File: src/rtl/sem_pkg.sv
package sem_pkg;
   typedef enum logic {SIDE_L = 1'b0, SIDE_R = 1'b1} side_e;

   typedef struct packed {
      logic  owned;
      side_e owner;
      logic  pend_l;
      logic  pend_r;
   } sem_state_t;

   localparam sem_state_t SEM_FREE = '{owned: 1'b0, owner: SIDE_L, pend_l: 1'b0, pend_r: 1'b0};
endpackage

File: src/rtl/sem_port_decode.sv
module sem_port_decode #(
   parameter int NUM_SEM = 8,
   parameter int IDX_W   = $clog2(NUM_SEM)
) (
   input  logic               clk,
   input  logic               rst_n,
   input  logic               sem_n,
   input  logic               ce_n,
   input  logic [IDX_W-1:0]   idx,
   input  logic               wr,
   input  logic               rd,
   input  logic               wdat,
   output logic [NUM_SEM-1:0] req_o,
   output logic [NUM_SEM-1:0] rel_o,
   output logic               rd_valid_o
);
   logic sel_ok;
   assign sel_ok     = ~sem_n & ce_n;
   assign rd_valid_o = sel_ok & rd;

   for (genvar i = 0; i < NUM_SEM; i++) begin : g_slot
      logic hit;
      assign hit      = sel_ok & wr & (idx == IDX_W'(i));
      assign req_o[i] = hit & ~wdat;
      assign rel_o[i] = hit & wdat;
   end

   AST_ONE_SLOT: assert property (@(posedge clk) disable iff (!rst_n)
      $onehot0(req_o | rel_o));
   AST_GATED: assert property (@(posedge clk) disable iff (!rst_n)
      (sem_n || !ce_n) |-> ((req_o | rel_o) == '0 && !rd_valid_o));
endmodule

File: src/rtl/sem_cell.sv
module sem_cell
   import sem_pkg::*;
(
   input  logic clk,
   input  logic rst_n,
   input  logic req_l,
   input  logic rel_l,
   input  logic req_r,
   input  logic rel_r,
   output logic held_l,
   output logic held_r
);
   sem_state_t st_q, st_d;
   logic own_l, own_r, pl, pr, freed;

   assign own_l = st_q.owned & (st_q.owner == SIDE_L);
   assign own_r = st_q.owned & (st_q.owner == SIDE_R);

   always_comb begin
      pl    = (st_q.pend_l | req_l) & ~rel_l & ~own_l;
      pr    = (st_q.pend_r | req_r) & ~rel_r & ~own_r;
      freed = ~st_q.owned | (own_l & rel_l) | (own_r & rel_r);
      st_d  = st_q;
      st_d.pend_l = pl;
      st_d.pend_r = pr;
      if (freed) begin
         if (pl) begin
            st_d.owned  = 1'b1;
            st_d.owner  = SIDE_L;
            st_d.pend_l = 1'b0;
         end else if (pr) begin
            st_d.owned  = 1'b1;
            st_d.owner  = SIDE_R;
            st_d.pend_r = 1'b0;
         end else begin
            st_d.owned  = 1'b0;
            st_d.owner  = SIDE_L;
         end
      end
   end

   always_ff @(posedge clk) begin
      if (!rst_n) st_q <= SEM_FREE;
      else        st_q <= st_d;
   end

   assign held_l = own_l;
   assign held_r = own_r;

   AST_LEFT_FIRST: assert property (@(posedge clk) disable iff (!rst_n)
      (!held_l && !held_r && req_l) |=> held_l);
   AST_HANDOFF_L2R: assert property (@(posedge clk) disable iff (!rst_n)
      (held_l && rel_l && (st_q.pend_r || req_r)) |=> held_r);
   AST_HANDOFF_R2L: assert property (@(posedge clk) disable iff (!rst_n)
      (held_r && rel_r && (st_q.pend_l || req_l)) |=> held_l);
   AST_KEEP_L: assert property (@(posedge clk) disable iff (!rst_n)
      (held_l && !rel_l) |=> held_l);
   AST_KEEP_R: assert property (@(posedge clk) disable iff (!rst_n)
      (held_r && !rel_r) |=> held_r);
   AST_FREE_ON_REL: assert property (@(posedge clk) disable iff (!rst_n)
      (held_l && rel_l && !st_q.pend_r && !req_r) |=> (!held_l && !held_r));
endmodule

File: src/rtl/sem_readback.sv
module sem_readback #(
   parameter int NUM_SEM = 8,
   parameter int IDX_W   = $clog2(NUM_SEM)
) (
   input  logic               clk,
   input  logic               rst_n,
   input  logic               rd_valid,
   input  logic [IDX_W-1:0]   idx,
   input  logic [NUM_SEM-1:0] held,
   output logic               rdat
);
   always_ff @(posedge clk) begin
      if (!rst_n)        rdat <= 1'b1;
      else if (rd_valid) rdat <= ~held[idx];
   end

   AST_RD_HOLD: assert property (@(posedge clk) disable iff (!rst_n)
      !rd_valid |=> $stable(rdat));
endmodule

File: src/rtl/sem_unit.sv
module sem_unit #(
   parameter int NUM_SEM = 8,
   parameter int IDX_W   = 3
) (
   input  logic             clk,
   input  logic             rst_n,
   input  logic             l_sem_n,
   input  logic             l_ce_n,
   input  logic [IDX_W-1:0] l_idx,
   input  logic             l_wr,
   input  logic             l_rd,
   input  logic             l_wdat,
   output logic             l_rdat,
   input  logic             r_sem_n,
   input  logic             r_ce_n,
   input  logic [IDX_W-1:0] r_idx,
   input  logic             r_wr,
   input  logic             r_rd,
   input  logic             r_wdat,
   output logic             r_rdat
);
   localparam int SLOTS = 1 << IDX_W;

   if (NUM_SEM < 2) begin : g_chk_min
      $error("sem_unit: NUM_SEM must be at least 2");
   end
   if (NUM_SEM != SLOTS) begin : g_chk_pow
      $error("sem_unit: NUM_SEM must equal 2**IDX_W");
   end

   logic [NUM_SEM-1:0] req_l, rel_l, req_r, rel_r, held_l, held_r;
   logic rdv_l, rdv_r;

   sem_port_decode #(.NUM_SEM(NUM_SEM), .IDX_W(IDX_W)) u_dec_l (
      .clk(clk), .rst_n(rst_n), .sem_n(l_sem_n), .ce_n(l_ce_n), .idx(l_idx),
      .wr(l_wr), .rd(l_rd), .wdat(l_wdat),
      .req_o(req_l), .rel_o(rel_l), .rd_valid_o(rdv_l));

   sem_port_decode #(.NUM_SEM(NUM_SEM), .IDX_W(IDX_W)) u_dec_r (
      .clk(clk), .rst_n(rst_n), .sem_n(r_sem_n), .ce_n(r_ce_n), .idx(r_idx),
      .wr(r_wr), .rd(r_rd), .wdat(r_wdat),
      .req_o(req_r), .rel_o(rel_r), .rd_valid_o(rdv_r));

   for (genvar i = 0; i < NUM_SEM; i++) begin : g_cell
      sem_cell u_cell (
         .clk(clk), .rst_n(rst_n),
         .req_l(req_l[i]), .rel_l(rel_l[i]),
         .req_r(req_r[i]), .rel_r(rel_r[i]),
         .held_l(held_l[i]), .held_r(held_r[i]));
   end

   sem_readback #(.NUM_SEM(NUM_SEM), .IDX_W(IDX_W)) u_rb_l (
      .clk(clk), .rst_n(rst_n), .rd_valid(rdv_l), .idx(l_idx),
      .held(held_l), .rdat(l_rdat));

   sem_readback #(.NUM_SEM(NUM_SEM), .IDX_W(IDX_W)) u_rb_r (
      .clk(clk), .rst_n(rst_n), .rd_valid(rdv_r), .idx(r_idx),
      .held(held_r), .rdat(r_rdat));

   AST_EXCLUSIVE: assert property (@(posedge clk) disable iff (!rst_n)
      (held_l & held_r) == '0);
endmodule

File: config.mk
export PLATFORM = sky130hd
export DESIGN_NAME = sem_unit
export DESIGN_NICKNAME = d
export VERILOG_FILES = /design/src/rtl/sem_pkg.sv /design/src/rtl/sem_port_decode.sv /design/src/rtl/sem_cell.sv /design/src/rtl/sem_readback.sv /design/src/rtl/sem_unit.sv
export SDC_FILE = /design/constraint.sdc
export NUM_CORES = 1
export LEC_CHECK = 0
export ABC_CLOCK_PERIOD_IN_PS = 2200
export BUFFER_PORTS_ARGS = -buffer_cell sky130_fd_sc_hd__buf_2
export CORE_UTILIZATION = 40
export DETAILED_ROUTE_END_ITERATION = 10
export HOLD_SLACK_MARGIN = 0.15
export PLACE_DENSITY = 0.6
export SLEW_MARGIN = 40
export SYNTH_ARGS = -nofsm -noshare
export SYNTH_HDL_FRONTEND = slang
export SYNTH_HIERARCHICAL = 1
export SYNTH_SLANG_ARGS = --single-unit
File: constraint.sdc
create_clock -name clk -period 2.2 [get_ports clk]
set_input_delay 0.66 -clock clk [delete_from_list [all_inputs] [get_ports clk]]
set_output_delay 0.66 -clock clk [all_outputs]
set_load 0.1 [all_outputs]
### Yosys cells after proc, flatten, opt, wreduce, memory -nomap -nowiden

Cells that the tools add are included.

* word-level logic and storage cells: 301
* bits of input ports: 18
* bits in registers: 34

* eq/ne operators: 14
* $lt $le $gt $ge: 2
* mux-type cells: 36
* reduce and logical (&&, ||, !) cells: 10
* bitwise logic cells: 205

Operators by type and width (count)
* $and 1x1->1: 118
* $not 1->1: 55
* $mux 2: 16
* $or 1x1->1: 32
* $eq 3x3->1 const B: 8
* $mux 1: 18
* $reduce_or 2->1: 8
* $eq 3x2->1 const B: 4
* $lt 3x4->1 const B: 2
* $bmux 1 s3: 2
* $eq 3x1->1 const B: 2
* $logic_not 3->1: 2

### Logic depth before layout (Yosys ltp)

Gate-level depths: netlist of run 1.

* word-level depth: 10
* depth in mapped cells: 6
* gate-level depth less buffers: 5

### Hierarchy

Netlist of run 1, hierarchy kept.

By module, submodules not included
* sem_cell: area an instance 186.4 µm², instances 8, seq. area each 80.1 µm², cells an instance 20
* sem_port_decode: area an instance 197.7 µm², instances 2, seq. area each 0.0 µm², cells an instance 29
* sem_readback: area an instance 103.8 µm², instances 2, seq. area each 20.0 µm², cells an instance 9

### Worst setup path after synthesis of run 1

OpenSTA, ideal clock, no wires.

* path type: in2reg
* from: in l_idx[2]
* to: reg g_cell[0].u_cell/st_q[3] (netlist name)
* slack: 0.225 ns
* data arrival time: 1.848 ns
* cell stages on the path: 6
* path buffers: 1
* cell sequence: or3b_1 > buf_2 > nor4b_4 > o21bai_1 > a21boi_2 > o21ai_1

* longest elaborated chain between the ends: 7

Ends and longest elaborated chain
* start, declared: RTL line sem_unit.sv:9 `input logic [IDX_W-1:0] l_idx,`
* $logic_not 3->1 *: RTL line sem_port_decode.sv:23 `assign hit = sel_ok & wr & (idx == IDX_W'(i));`
* $and 1x1->1 *: RTL line sem_port_decode.sv:23
* $and 1x1->1 *: RTL line sem_port_decode.sv:25 `assign rel_o[i] = hit & wdat;`
* net rel_l[0]: RTL line sem_unit.sv:31 `logic [NUM_SEM-1:0] req_l, rel_l, req_r, rel_r, held_l, held_r;`
* $not 1->1: RTL line sem_cell.sv:20 `pl = (st_q.pend_l | req_l) & ~rel_l & ~own_l;`
* $and 1x1->1 (2 in series): RTL line sem_cell.sv:20
* $mux 2: RTL line sem_cell.sv:27 `if (pl) begin`
* end signal, assigned: RTL line sem_cell.sv:44 `else st_q <= st_d;`
* end, declared: RTL line sem_cell.sv:13 `sem_state_t st_q, st_d;`

The timed path passes the listed nets; every way through them passes the cells marked *.
A chain may end at the register's enable or synchronous reset.

### Worst setup path after layout of run 1

* from: in l_idx[2]
* to: reg g_cell[2].u_cell/st_q[3] (netlist name)

* longest elaborated chain between the ends: 7

Ends and longest elaborated chain
* $eq 3x2->1: RTL line sem_port_decode.sv:23
* $and 1x1->1: RTL line sem_port_decode.sv:23
* $and 1x1->1: RTL line sem_port_decode.sv:24 `assign req_o[i] = hit & ~wdat;`
* net req_l[2]: RTL line sem_unit.sv:31
* $or 1x1->1: RTL line sem_cell.sv:20
* $and 1x1->1 (2 in series): RTL line sem_cell.sv:20
* $mux 2: RTL line sem_cell.sv:27
* end signal, assigned: RTL line sem_cell.sv:44
* end, declared: RTL line sem_cell.sv:13

The timed path passes the listed nets, and every way through them passes these cells.

==> run summary, run 1 <==
Compound-Gate Fraction of Synth Area -> 23.5%
max frequency -> 525 MHz
clock sink count -> 34
largest net degree at the start of global routing -> 34
Post-Synth Adder-Cell Area -> 0%
top-area cell type share of the netlist area -> 32.5%
fill cell count -> 509
largest family of logic cells by synthesized area -> simple AND/OR/NAND/NOR gates
Die W -> 74.4 µm
NetSw -> 0.323 mW
max_cap viols -> 0
# IOs -> 20
RSZ-0062 raised after global routing -> no
Root Buffer -> clkbuf_8
Pre-Repair DR Iteration Count -> 4
outcome -> complete, no violations
clock share of power -> 38.6%
synth warn -> 6
fin area -> 2430 µm²
DR iter-0 viols -> 156
TritonCTS Buffers -> 5
Seq pwr share -> 50.0%
Synth cell types -> 30
LEAKAGE -> 0.934 nW
Initial Util -> 42.9%
Row Count -> 25
R2R setup slack -> 0.78 ns
global-route wire length before repair -> 7690 µm
mean routed wirelength per cell -> 14.2 µm
sequential share of the synthesized area -> 32.5%
die area -> 5530 µm²
mean post-synth cell area -> 8.88 µm²
CTS tree -> yes
initial antenna violation count -> 0
clock tree buffer depth -> 2
GPL Wtd Cong -> 0.786
min-delay worst type -> reg -> reg
GR Util All Layers -> 19.1%
PwrDens -> 514 nW/µm²
# diodes -> 0
slowest stage delay, CP -> 0.52 ns
WP data arrival -> 2.13 ns
post_cts resized -> 0
clk_skew -> 0.00756 ns
Setup crit start kind -> input pin
Syn-to-layout area delta -> 15.9%
Max Slew Vio Count -> 0
critical-path cell list -> buf_2 -> or3b_1 -> buf_4 -> nor4_2 -> o21bai_1 -> a21boi_2 -> o21ai_1
Comb power frac -> 11.5%
Sw Share -> 25.9%
Worst Tran Pin Value -> 0.640 ns
Worst setup EP type -> register
Final Hold Vio Count -> 0
setup tns final -> 0 ns
Skew-Pair Late Insertion Delay -> 0.29 ns
Synthesized Nets -> 254
crit path max fanout -> 6
vias in the first global route -> 1607
mux contribution to synthesized area -> 7.89%
cell count after synthesis -> 236
# hold bufs at CTS -> 0
mapped cell area -> 2090 µm²
slowest CP cell -> or3b_1
Setup Buffers After CTS -> 0
WL final -> 4780 µm
clock slew at reported path FFs -> 0.07 ns
vias -> 1845
port bufs -> 19
leading area contributor after synthesis -> dfxtp_1
NumNets Final -> 286
Final Critical Period -> 1.90 ns
P_int -> 0.925 mW
endpoints failing setup -> 0
core area -> 4880 µm²
Core Util, Final -> 49.7%
Max VDD drop -> 0.204 mV
Synth area leaders -> dfxtp_1, o2111ai_1, mux2i_1
fin crit share -> 86.5%
post-synthesis xor/xnor area fraction -> 0%
Yosys reg bits -> 34
vias per cell -> 5.49
WS Path Type -> in -> reg
Worst Path Required -> 2.43 ns
H-tree depth -> 2
max_slew headroom -> 57.3%
Residual DRC -> 0
Synth Area in Simple Gates -> 30.1%
DP Wirelength -> 3730 µm
die height -> 74.4 µm
Antenna Nets Post-Route -> 0
layout cells sized above 1 -> 26.8%
remaining global-route overflow -> 0
Area after DPL -> 2340 µm²
placed cells by master, fill, tap and decap left out, drive strengths merged, types with 2 or more instances in the layout:
master	netlist	routed
mux4	2	2
nor4b	4	4
o2111ai	16	16
o31ai	2	2
o21ai	8	8
a21boi	8	8
buf	4	31
nand2b	4	4
nand4	2	2
and2b	8	8
nor4	8	8
and3b	2	2
o221ai	2	2
nor2	24	24
inv	26	26
clkbuf	2	7
dfxtp	34	34
nand4b	4	4
o21bai	8	8
nand4bb	2	2
nand2	20	20
o2bb2ai	2	2
o22ai	8	8
mux2i	12	12
nor3	12	12
nand3b	2	2
or3b	2	2
and2	8	8
synthesized netlist by cell type, drive strengths merged:
library cell   n
dfxtp         34
inv           26
nor2          24
nand2         20
o2111ai       16
mux2i         12
nor3          12
a21boi         8
and2           8
and2b          8
nor4           8
o21ai          8
o21bai         8
o22ai          8
buf            4
nand2b         4
nand4b         4
nor4b          4
and3b          2
clkbuf         2
mux4           2
nand3b         2
nand4          2
nand4bb        2
o221ai         2
o2bb2ai        2
o31ai          2
or3b           2
power by group through the flow:
stage	Combinational, mW	Clock (mW)	Sequential (mW)
2_1_floorplan	0.0687	0	0.649
3_3_place_gp	0.141	0	0.637
3_5_place_dp	0.142	0	0.637
4_1_cts	0.142	0.498	0.623
5_1_grt	0.155	0.527	0.623
6_report	0.143	0.481	0.623
stage by stage:
step                      setup slack, ns  hold slack [ns]  std cells  total power, mW
after global placement             0.0423            0.501        328            0.779
final                               0.296            0.510        336             1.25
after floorplan                     0.225            0.503        236            0.718
after CTS                           0.320            0.517        336             1.26
after detailed placement          0.00587            0.506        328            0.779
after global routing                0.193            0.549        336             1.31
area by class of cell:
class	instances	area, µm²	share of cell area (%)
inverter	26	97.6	4.02
clock inverter	1	5.00	0.206
sequential	34	681	28.0
multi-input combinational	170	1290	53.1
timing repair buffer	31	185	7.63
tap	67	83.8	3.45
clock buffer	7	86.3	3.56
final timing paths:
path                                               start                       end  depth (start not counted)
worst max-delay path                            l_idx[2]  g_cell[2].u_cell/st_q[3]                          7
worst max register to register  g_cell[4].u_cell/st_q[2]               u_rb_l/rdat                          4
worst min-delay path                         u_rb_r/rdat               u_rb_r/rdat                          2
worst min register to register               u_rb_r/rdat               u_rb_r/rdat                          2
flip-flops by register name, indices dropped and copies added (netlist names):
name and flops:
g_cell.u_cell/st_q 32, u_rb_r/rdat 1, u_rb_l/rdat 1
logic make-up after synthesis:
family	count (synthesis)
compound gates	54
buf+inv	32
flops	34
simple gates	102
mux	14
critical path: cells and delay by family:
kind                   cells  cell delay (ns)
buffers and inverters      2             0.30
AND/OR/NAND/NOR            2             0.73
AO/OA/AOI/OAI              3             0.43
per-layer routing:
metal  wire length [µm]  up-vias  track usage [%]
met1               2440      878             25.9
met2               2080       29             29.6
met4                 62        0             6.29
li1                   -      931                -
met3                206        7             4.61
met5                  0        -                0
(Power assumes the default switching activity.)
==> run 2: changes to the inputs <==
--- a/config.mk
+++ b/config.mk
@@ -10,7 +10,7 @@
 export CORE_UTILIZATION = 40
 export DETAILED_ROUTE_END_ITERATION = 10
 export HOLD_SLACK_MARGIN = 0.15
-export PLACE_DENSITY = 0.6
+export PLACE_DENSITY = 0.63
 export SLEW_MARGIN = 40
 export SYNTH_ARGS = -nofsm -noshare
 export SYNTH_HDL_FRONTEND = slang
==> run summary, run 2 (synthesized netlist as in run 1, its figures left out) <==
Initial Util -> 42.9%
post_cts resized -> 0
Setup crit start kind -> input pin
Worst Tran Pin Value -> 0.636 ns
outcome -> complete, no violations
Skew-Pair Late Insertion Delay -> 0.29 ns
min-delay worst type -> reg -> reg
# diodes -> 0
Final Hold Vio Count -> 0
largest net degree at the start of global routing -> 35
Final Critical Period -> 1.94 ns
mean routed wirelength per cell -> 13.8 µm
PwrDens -> 513 nW/µm²
Antenna Nets Post-Route -> 0
setup slack after layout -> 0.264 ns
slowest CP cell -> or3b_1
core area -> 4880 µm²
metal1 wirelength -> 2520 µm
die height -> 74.4 µm
clock tree buffer depth -> 2
DR iter-0 viols -> 161
WS Path Type -> in -> reg
global-route wire length before repair -> 7760 µm
worst setup path startpoint -> l_idx[2]
crit path max fanout -> 7
vias in the first global route -> 1604
critical-path cell list -> buf_2 -> or3b_1 -> nor4b_4 -> o21bai_1 -> a21boi_2 -> o21ai_1
WP data arrival -> 2.11 ns
vias -> 1803
layout cells sized above 1 -> 27.3%
met3 routed WL -> 251 µm
Area after DPL -> 2350 µm²
Syn-to-layout area delta -> 16.6%
Largest regs -> g_cell.u_cell/st_q: 32 flops, u_rb_l/rdat: 1 flops, u_rb_r/rdat: 1 flops
Crit path buffers/inverters -> 1
# IOs -> 20
Setup Buffers After CTS -> 0
slowest stage delay, CP -> 0.55 ns
# hold bufs at CTS -> 0
Die W -> 74.4 µm
fin area -> 2440 µm²
die area -> 5530 µm²
clock slew at reported path FFs -> 0.07 ns
WHS -> 0.510 ns
Top delay family on crit path -> simple AND/OR/NAND/NOR gates
DP Wirelength -> 3580 µm
R2R Path Start -> g_cell[7].u_cell/st_q[2]
max reg flops -> 32
clock sink count -> 34
Layout Cells excl Fill -> 338
fin crit share -> 88.0%
LEAKAGE -> 0.945 nW
GR Util All Layers -> 19.1%
met2 routed wirelength -> 1880 µm
Biggest register -> g_cell.u_cell/st_q
Row Count -> 25
H-tree depth -> 2
placed cells -> 330
Worst setup EP type -> register
max layer used -> met4
endpoints failing setup -> 0
GPL Wtd Cong -> 0.801
Residual DRC -> 0
initial antenna violation count -> 0
CTS tree -> yes
NumNets Final -> 288
RSZ-0062 raised after global routing -> no
max frequency -> 516 MHz
Max Slew Vio Count -> 0
WL final -> 4680 µm
port bufs -> 19
Worst Path Required -> 2.37 ns
max_cap viols -> 0
commonest non-fill, non-tap cells in the layout -> dfxtp_1, inv_1, nor2_1
remaining global-route overflow -> 0
clk_skew -> 0.00499 ns
Pre-Repair DR Iteration Count -> 5
Max VDD drop -> 0.302 mV
vias per cell -> 5.33
most common cell after layout, fill and taps aside -> dfxtp_1
pre-CTS setup slack -> -0.0316 ns
Hold Path Origin -> u_rb_r/rdat
Root Buffer -> clkbuf_8
max_slew headroom -> 57.6%
TritonCTS Buffers -> 5
-- run 2: cell count changes in the layout (fill, tap and decap cells not counted), sizes merged --
cell  previous run  this run
buf             31        33
-- run 2: final timing paths --
| path | to | slack (ns) | cells after the start |
|---|---|---|---|
| worst max-delay path | g_cell[0].u_cell/st_q[3] | 0.26 | 6 |
| worst min register to register | u_rb_r/rdat | 0.51 | 2 |
| worst max register to register | u_rb_l/rdat | 0.82 | 4 |
| worst min-delay path | u_rb_r/rdat | 0.51 | 2 |
-- run 2: final cells by class --
type	instances	area, µm²
fill	498	2440
timing repair buffer	33	200
tap	67	83.8
multi-input combinational	170	1290
inverter	26	97.6
sequential	34	681
clock buffer	7	86.3
clock inverter	1	5.00
-- run 2: where the power goes --
group	total [mW]	internal [mW]	switching (mW)
Sequential	0.623	0.620	0.00376
Clock	0.485	0.253	0.233
Combinational	0.144	0.0530	0.0909
-- run 2: routing by layer --
metal | track usage (%) | up-vias
li1 | - | 934
met1 | 28.4 | 821
met2 | 25.9 | 46
met3 | 5.83 | 2
met4 | 6.29 | 0
met5 | 0 | -
-- run 2: tightest hold or removal path, cell delays in order (launching register included) --
cell and delay [ns]:
dfxtp_1 0.31, inv_1 0.06, o221ai_2 0.09
-- run 2: through the flow --
stage	setup TNS (ns)	total power [mW]	util, %
finish	0	1.25	50.1
global route	0	1.32	50.1
CTS	0	1.27	50.1
detailed placement	-0.0765	0.780	48.2
global placement	0	0.779	48.2
floorplan	0	0.718	-
